### src/rtl/mcu_pkg.sv
package mcu_pkg;
  localparam int CODE_W = 4;

  typedef enum logic [2:0] {
    ST_IDLE,
    ST_RD_X,
    ST_RD_Y,
    ST_WR_X,
    ST_WR_Y
  } mcu_state_e;

  typedef struct packed {
    logic signed [1:0] dx;
    logic signed [1:0] dy;
  } mcu_step_t;
endpackage

### src/rtl/mcu_decode.sv
module mcu_decode
  import mcu_pkg::*;
(
  input  logic [CODE_W-1:0] code_i,
  output mcu_step_t         step_o,
  output logic              moves_o
);
  always_comb begin
    moves_o   = 1'b1;
    step_o.dx = 2'sd0;
    step_o.dy = 2'sd0;
    case (code_i)
      4'd1: step_o.dy = -2'sd1;
      4'd2: step_o.dy = 2'sd1;
      4'd3: step_o.dx = -2'sd1;
      4'd4: begin step_o.dx = -2'sd1; step_o.dy = -2'sd1; end
      4'd5: begin step_o.dx = -2'sd1; step_o.dy = 2'sd1;  end
      4'd6: step_o.dx = 2'sd1;
      4'd7: begin step_o.dx = 2'sd1;  step_o.dy = -2'sd1; end
      4'd8: begin step_o.dx = 2'sd1;  step_o.dy = 2'sd1;  end
      default: moves_o = 1'b0;
    endcase
  end
endmodule

### src/rtl/mcu_ctrl.sv
module mcu_ctrl
  import mcu_pkg::*;
(
  input  logic clk,
  input  logic rst_n,
  input  logic start_i,
  input  logic moves_i,
  input  logic ack_i,
  output logic accept_o,
  output logic rd_o,
  output logic wr_o,
  output logic sel_y_o,
  output logic cap_x_o,
  output logic cap_y_o,
  output logic done_o
);
  mcu_state_e state_q, state_d;
  logic       done_q, done_d;

  assign accept_o = (state_q == ST_IDLE) && start_i;
  assign rd_o     = (state_q == ST_RD_X) || (state_q == ST_RD_Y);
  assign wr_o     = (state_q == ST_WR_X) || (state_q == ST_WR_Y);
  assign sel_y_o  = (state_q == ST_RD_Y) || (state_q == ST_WR_Y);
  assign cap_x_o  = (state_q == ST_RD_X) && ack_i;
  assign cap_y_o  = (state_q == ST_RD_Y) && ack_i;
  assign done_o   = done_q;

  always_comb begin
    state_d = state_q;
    done_d  = 1'b0;
    case (state_q)
      ST_IDLE: if (start_i) begin
        if (moves_i) state_d = ST_RD_X;
        else         done_d  = 1'b1;
      end
      ST_RD_X: if (ack_i) state_d = ST_RD_Y;
      ST_RD_Y: if (ack_i) state_d = ST_WR_X;
      ST_WR_X: if (ack_i) state_d = ST_WR_Y;
      ST_WR_Y: if (ack_i) begin
        state_d = ST_IDLE;
        done_d  = 1'b1;
      end
      default: state_d = ST_IDLE;
    endcase
  end

  always_ff @(posedge clk or negedge rst_n) begin
    if (!rst_n) begin
      state_q <= ST_IDLE;
      done_q  <= 1'b0;
    end else begin
      state_q <= state_d;
      done_q  <= done_d;
    end
  end
endmodule

### src/rtl/mouse_coord_updater.sv
module mouse_coord_updater
  import mcu_pkg::*;
#(
  parameter int           IN_W = 8,
  parameter int           AW   = 16,
  parameter int           DW   = 16,
  parameter logic [AW-1:0] BASE = 16'h0100
) (
  input  logic          clk,
  input  logic          rst_n,
  input  logic          start_i,
  input  logic [IN_W-1:0] move_i,
  output logic [AW-1:0] mem_addr_o,
  output logic          mem_rd_o,
  output logic          mem_wr_o,
  output logic [DW-1:0] mem_wdata_o,
  input  logic [DW-1:0] mem_rdata_i,
  input  logic          mem_ack_i,
  output logic          done_o
);
  localparam int NAXES = 2;

  logic [CODE_W-1:0]      code_w;
  mcu_step_t              step_w, step_q;
  logic                   moves_w, accept_w, sel_y_w;
  logic [NAXES-1:0]       cap_w;
  logic signed [1:0]      step_axis [NAXES];
  logic [DW-1:0]          coord_q [NAXES];

  assign code_w = move_i[CODE_W-1:0];

  mcu_decode u_decode (
    .code_i  (code_w),
    .step_o  (step_w),
    .moves_o (moves_w)
  );

  mcu_ctrl u_ctrl (
    .clk      (clk),
    .rst_n    (rst_n),
    .start_i  (start_i),
    .moves_i  (moves_w),
    .ack_i    (mem_ack_i),
    .accept_o (accept_w),
    .rd_o     (mem_rd_o),
    .wr_o     (mem_wr_o),
    .sel_y_o  (sel_y_w),
    .cap_x_o  (cap_w[0]),
    .cap_y_o  (cap_w[1]),
    .done_o   (done_o)
  );

  always_ff @(posedge clk or negedge rst_n) begin
    if (!rst_n) begin
      step_q <= '0;
    end else if (accept_w) begin
      step_q <= step_w;
    end
  end

  assign step_axis[0] = step_q.dx;
  assign step_axis[1] = step_q.dy;

  for (genvar a = 0; a < NAXES; a++) begin : g_axis
    logic [DW-1:0] sum_w;
    assign sum_w = mem_rdata_i + {{(DW-2){step_axis[a][1]}}, step_axis[a]};
    always_ff @(posedge clk or negedge rst_n) begin
      if (!rst_n) begin
        coord_q[a] <= '0;
      end else if (cap_w[a]) begin
        coord_q[a] <= sum_w;
      end
    end
  end

  assign mem_addr_o  = BASE + AW'(sel_y_w);
  assign mem_wdata_o = sel_y_w ? coord_q[1] : coord_q[0];
endmodule

### config.mk
export PLATFORM = sky130hd
export DESIGN_NAME = mouse_coord_updater
export DESIGN_NICKNAME = d
export VERILOG_FILES = /design/src/rtl/mcu_pkg.sv /design/src/rtl/mcu_decode.sv /design/src/rtl/mcu_ctrl.sv /design/src/rtl/mouse_coord_updater.sv
export SDC_FILE = /design/constraint.sdc
export NUM_CORES = 1
export LEC_CHECK = 0
export BUFFER_PORTS_ARGS = -buffer_cell sky130_fd_sc_hd__buf_2
export CAP_MARGIN = 20
export CORE_MARGIN = 2
export CORE_UTILIZATION = 40
export CTS_BUF_LIST = sky130_fd_sc_hd__clkbuf_8
export CTS_CLUSTER_SIZE = 20
export DETAILED_ROUTE_END_ITERATION = 8
export PLACE_DENSITY = 0.62
export REMOVE_ABC_BUFFERS = 1
export SLEW_MARGIN = 20
export SYNTH_ARGS = -nofsm -noshare
export SYNTH_HDL_FRONTEND = slang
export SYNTH_SLANG_ARGS = --single-unit
### constraint.sdc
create_clock -name clk -period 2.2 [get_ports clk]
set_input_delay 0.66 -clock clk [delete_from_list [all_inputs] [get_ports clk]]
set_output_delay 0.66 -clock clk [all_outputs]
set_load 0.01 [all_outputs]
Yosys cells after proc, flatten, opt, wreduce, memory -nomap -nowiden
Cells that the tools add are included.
{"block": "classes", "n_reduce_logical": 13, "n_addsub": 3, "n_lt_le_gt_ge": 0, "n_mux": 15, "shift": 0, "multipliers": 0, "bitwise_logic": 0, "n_eq_ne": 18, "n_div": 0}
{"cell": "16-bit adder", "n": 2}
{"cell": "3-bit two-way mux", "n": 6}
{"cell": "4-bit by 3-bit equality test with 1-bit output, second input constant", "n": 4}
{"cell": "16-bit two-way mux", "n": 1}
{"cell": "3-bit case mux with 5 select lines", "n": 1}
{"cell": "2-bit inequality test, second input constant", "n": 6}
{"cell": "3-bit OR reduction", "n": 4}
{"cell": "9-bit by 1-bit adder with 10-bit output, first input constant", "n": 1}
{"cell": "4-bit by 2-bit equality test with 1-bit output, second input constant", "n": 2}
{"cell": "2-bit case mux with 2 select lines", "n": 2}
{"cell": "8-bit OR reduction", "n": 1}
{"cell": "3-bit by 2-bit equality test with 1-bit output, second input constant", "n": 2}
{"cell": "6-bit AND reduction", "n": 1}
{"cell": "4-bit by 1-bit equality test with 1-bit output, second input constant", "n": 1}
{"cell": "4-bit equality test, second input constant", "n": 1}
{"cell": "1-bit two-way mux", "n": 4}
{"cell": "3-bit by 1-bit equality test with 1-bit output, second input constant", "n": 1}
{"cell": "3-bit equality test, second input constant", "n": 1}
{"cell": "1-bit logical AND", "n": 3}
{"cell": "3-bit zero test", "n": 1}
{"cell": "1-bit logical OR", "n": 3}
{"cell": "1-bit case mux with 2 select lines", "n": 1}
{"block": "word_totals", "ramBits": 0, "ff_bits": 40, "rom_bits": 0, "latch_bits": 0, "mem_count": 0, "elab_cells": 55, "in_bits": 28, "out_inout_bits": 35}

Logic depth before layout (Yosys ltp)
{"block": "depth", "depth_word": 6, "mapped_depth": 9, "mapped_depth_nobuf": 9}

Hierarchy
From an unflattened synthesis, not the netlist that was laid out.
{"block": "hier_totals", "cells_unflattened": 417, "hier_area_um2": 3758.6}
{"module": "mouse_coord_updater", "cells_per_inst": 366, "seq_area_each_um2": 900.9, "n_inst": 1, "area_each_um2": 3328.2}
{"module": "mcu_ctrl", "cells_per_inst": 31, "seq_area_each_um2": 100.1, "n_inst": 1, "area_each_um2": 290.3}
{"module": "mcu_decode", "cells_per_inst": 20, "seq_area_each_um2": 0.0, "n_inst": 1, "area_each_um2": 140.1}

Least setup slack after synthesis
Ideal clock, no wire load.
{"block": "synth_timing", "path_kind": "input-to-reg", "from": "input port mem_rdata_i[0]", "to": "register coord_q[14] (netlist bit)", "required_time_ns": 2.069, "t_arrival_ns": 2.404, "setup_time_ns": 0.131, "path_buffers": 0, "cell_stages": 8, "slack_ns": -0.335, "cell_sequence": "ha_1 > fa_1 > a211oi_1 > o21ai_1 > and2_1 > a311oi_1 > xor2_1 > o21ai_1"}
{"block": "synth_via", "elab_chain_len": 1}
{"element": "start, declared", "line_no": "mouse_coord_updater.sv:17", "rtl": "input logic [DW-1:0] mem_rdata_i,"}
{"element": "16-bit adder", "line_no": "mouse_coord_updater.sv:66", "rtl": "assign sum_w = mem_rdata_i + {{(DW-2){step_axis[a][1]}}, step_axis[a]};"}
{"element": "end signal, assigned by index", "line_no": "mouse_coord_updater.sv:71", "rtl": "coord_q[a] <= sum_w;"}
{"element": "end, declared", "line_no": "mouse_coord_updater.sv:28", "rtl": "logic [DW-1:0] coord_q [NAXES];"}
Every way passes these cells.
A chain may end at the register's enable or synchronous reset.

Worst setup path in the final report
{"block": "layout_timing", "from": "register u_ctrl.state_q[2]", "to": "output port mem_wdata_o[15]"}
{"block": "layout_via", "elab_chain_len": 3, "word_cells_on_any_way": 4, "classes_between": "2 x eq/ne; 1 x mux; 1 x reduce/logical"}
{"element": "start, declared", "line_no": "mcu_ctrl.sv:17", "rtl": "mcu_state_e state_q, state_d;"}
{"element": "start signal, assigned", "line_no": "mcu_ctrl.sv:52", "rtl": "state_q <= state_d;"}
{"element": "3-bit by 2-bit equality test with 1-bit output / 3-bit equality test (equally long branches)", "line_no": "mcu_ctrl.sv:23", "rtl": "assign sel_y_o = (state_q == ST_RD_Y) || (state_q == ST_WR_Y);"}
{"element": "1-bit logical OR (*)", "line_no": "mcu_ctrl.sv:23"}
{"element": "16-bit two-way mux (*)", "line_no": "mouse_coord_updater.sv:77", "rtl": "assign mem_wdata_o = sel_y_w ? coord_q[1] : coord_q[0];"}
{"element": "end, declared", "line_no": "mouse_coord_updater.sv:16", "rtl": "output logic [DW-1:0] mem_wdata_o,"}
Mark *: on every way between the ends. The rest lies on a longest branch, timed or not.

==> flow_summary.toml <==
[outcome]
status = "finished with violations"
violations = "setup timing"

[timing]
period_share_pct = 108
setup_viol = 20
rsz0062_at_grt = "true"
worst_pin_slew_ns = 0.550
fin_worst_skew_ns = 0.0114
finalMaxSlewViolations = 0
setup_slack_ns = -0.173
fmax_mhz = 421
slew_headroom_pct = 63.3
period_minus_slack_ns = 2.37
finalHoldViolCount = 0

[final_layout]
final_cell_mix = "buf_4, nand2_1, dfrtp_1, o21ai_0, buf_2"
synthToLayoutAreaGrowth_pct = 51.6
stdcell_area_um2 = 5140
antenna_cells = 0
final_common_cell = "buf_4"
multi_input_area_um2 = 2760
nets = 581
drive_gt1_share_pct = 44.8
fillers = 684
seq_area_um2 = 1000
fin_cells = 627

[synth]
ys_warn_count = 0
synth-edff-count = 0
syn_avg_cell_area_um2 = 8.69
async_reset_ff_share_pct = 100
ys_types = 61
seq_area_frac_synth_pct = 29.5
ys.flop_type = "dfrtp_1"
synth.cell_area_um2 = 3390
synth_cells = 390
ys_seq_elements = 40

[clocking]
clock_latency_ns = 0.30
ctsHoldBuffers = 0
clock_sinks = 40
clockRootBuffer = "clkbuf_8"
cts_made_buffers = 5
clk_pin_slew_ns = 0.08
cts_htree_levels = 2
ctsLongestPathBuffers = 2
cts_tree = "built"

[setup_path]
critPathRequiredTime_ns = 1.54
cp-start-kind = "flop"
end_kind = "output port"
arrival_ns = 1.71
crit_path_max_fanout = 8
critical_path_class = "flop to output port"

[placed_design]
io_buffer_count = 43
dpl_cell_area_um2 = 4200
dpl.hpwl_um = 6780
dpl.cell_count = 601
gp_congestion = 0.879
pre_cts_ws_ns = -0.567

[global_routing]
grt_pass1_vias = 3098
grt_pass1_wl_um = 14800
grt_usage_pct = 21.0
use_met3_pct = 3.37
antenna_found_initial = 0
grt_busiest_layer = "met2"
overflow = 0
grt_util_met1_pct = 27.4
grt_use_met2_pct = 35.7
grt_start_max_net_pins = 41

[drt]
wire_per_inst_um = 15.9
vias_per_cell = 5.29
wirelength_um = 9960
drtIter0Drc = 115
drcViolationCount = 0
drtPass1Iterations = 4
num_vias = 3315
postRouteAntennaNets = 0

[worst_hold_path]
hp-class = "input pin to async pin"

[power_and_ir_drop]
peakVddDrop_v = 0.000665
p_leak_nw = 2.35
powerDensity_nw_per_um2 = 1610
total_power_mw = 8.26

[die]
ioPinCount = 63
core_um2 = 8220
die_x_um = 96.1
die_area_um2 = 9230
row_count = 33
fp.dieH_um = 96.1
start_util_pct = 41.3

[job]
maxCapViolations = 0
registers in the layout, indices dropped and copies added (netlist names):
| name | count |
|---|---|
| coord_q | 32 |
| u_ctrl.done_o | 1 |
| u_ctrl.state_q | 3 |
| step_axis | 4 |
routing by layer:
layer,share of wire (%),up-vias
met2,50,67
met1,45,1588
met4,1.7,0
met3,3.7,14
li1,-,1646
met5,0,-
through the flow:
stage / TNS, ns / util [%] / hold slack [ns]
finish: -2.69 / 62.6 / 0.421
global route: -4.26 / 62.6 / 0.475
CTS: -2.51 / 55.3 / 0.441
detailed placement: -7.97 / 51.2 / 0.470
global placement: -7.48 / 51.2 / 0.455
floorplan: -7.18 / - / 0.364
power by group:
part | switching (mW) | internal (mW)
combinational | 2.96 | 3.31
sequential | 0.227 | 1.08
clock | 0.279 | 0.401
worst max-delay path: stages, from the launching register on:
cell	delay [ns]
dfrtp_1	0.41
xnor2_2	0.16
nor2_4	0.19
buf_8	0.19
mux2_4	0.33
buf_6	0.12
synthesized netlist by cell type (6+ instances only):
cell	number	area (um2)
nand2_1	59	221
dfrtp_1	40	1000
o21ai_0	33	165
ha_1	30	375
a21oi_1	23	115
nor2_1	21	78.8
mux2_2	17	191
buf_4	16	120
xnor2_1	16	140
xor2_1	14	123
o21ai_1	12	60.1
clkbuf_1	9	33.8
nand3_1	9	45.0
inv_1	6	22.5
logic make-up after synthesis:
kind of cell,Yosys count,share of synthesized area (%)
mux,18,5.94
other cells,2,0.221
compound gates,119,23.2
xor+xnor,30,7.75
flops,40,29.5
buf+inv,34,5.61
simple gates,115,15.5
fa+ha+maj,32,12.3
worst paths after layout:
path	cells past startpoint	to	slack [ns]	start
hold / removal	2	coord_q[9]	0.42	rst_n
hold reg to reg	2	coord_q[18]	0.49	coord_q[18]
max in group asynchronous	2	step_axis[1]	1.37	rst_n
setup reg to reg	9	coord_q[29]	-0.12	step_axis[3]
setup / recovery	5	mem_wdata_o[15]	-0.17	u_ctrl.state_q[2]
min in group clk	2	coord_q[18]	0.49	coord_q[18]
cell type report:
cell class / count / share of cell area, %
Tap cell: 105 / 2.56
Clock inverter: 1 / 0.584
Multi-Input combinational cell: 329 / 53.7
Sequential cell: 40 / 19.5
Inverter: 6 / 0.438
Timing Repair Buffer: 139 / 21.3
Clock buffer: 7 / 1.87
repair_timing:
item,CTS,global route
gates resized for setup,34,93
endpoints found under the setup margin,33,34
cloned,0,1
buffers inserted,5,12
pin swaps,13,36
No activity file was read; power rests on OpenSTA's default activity.
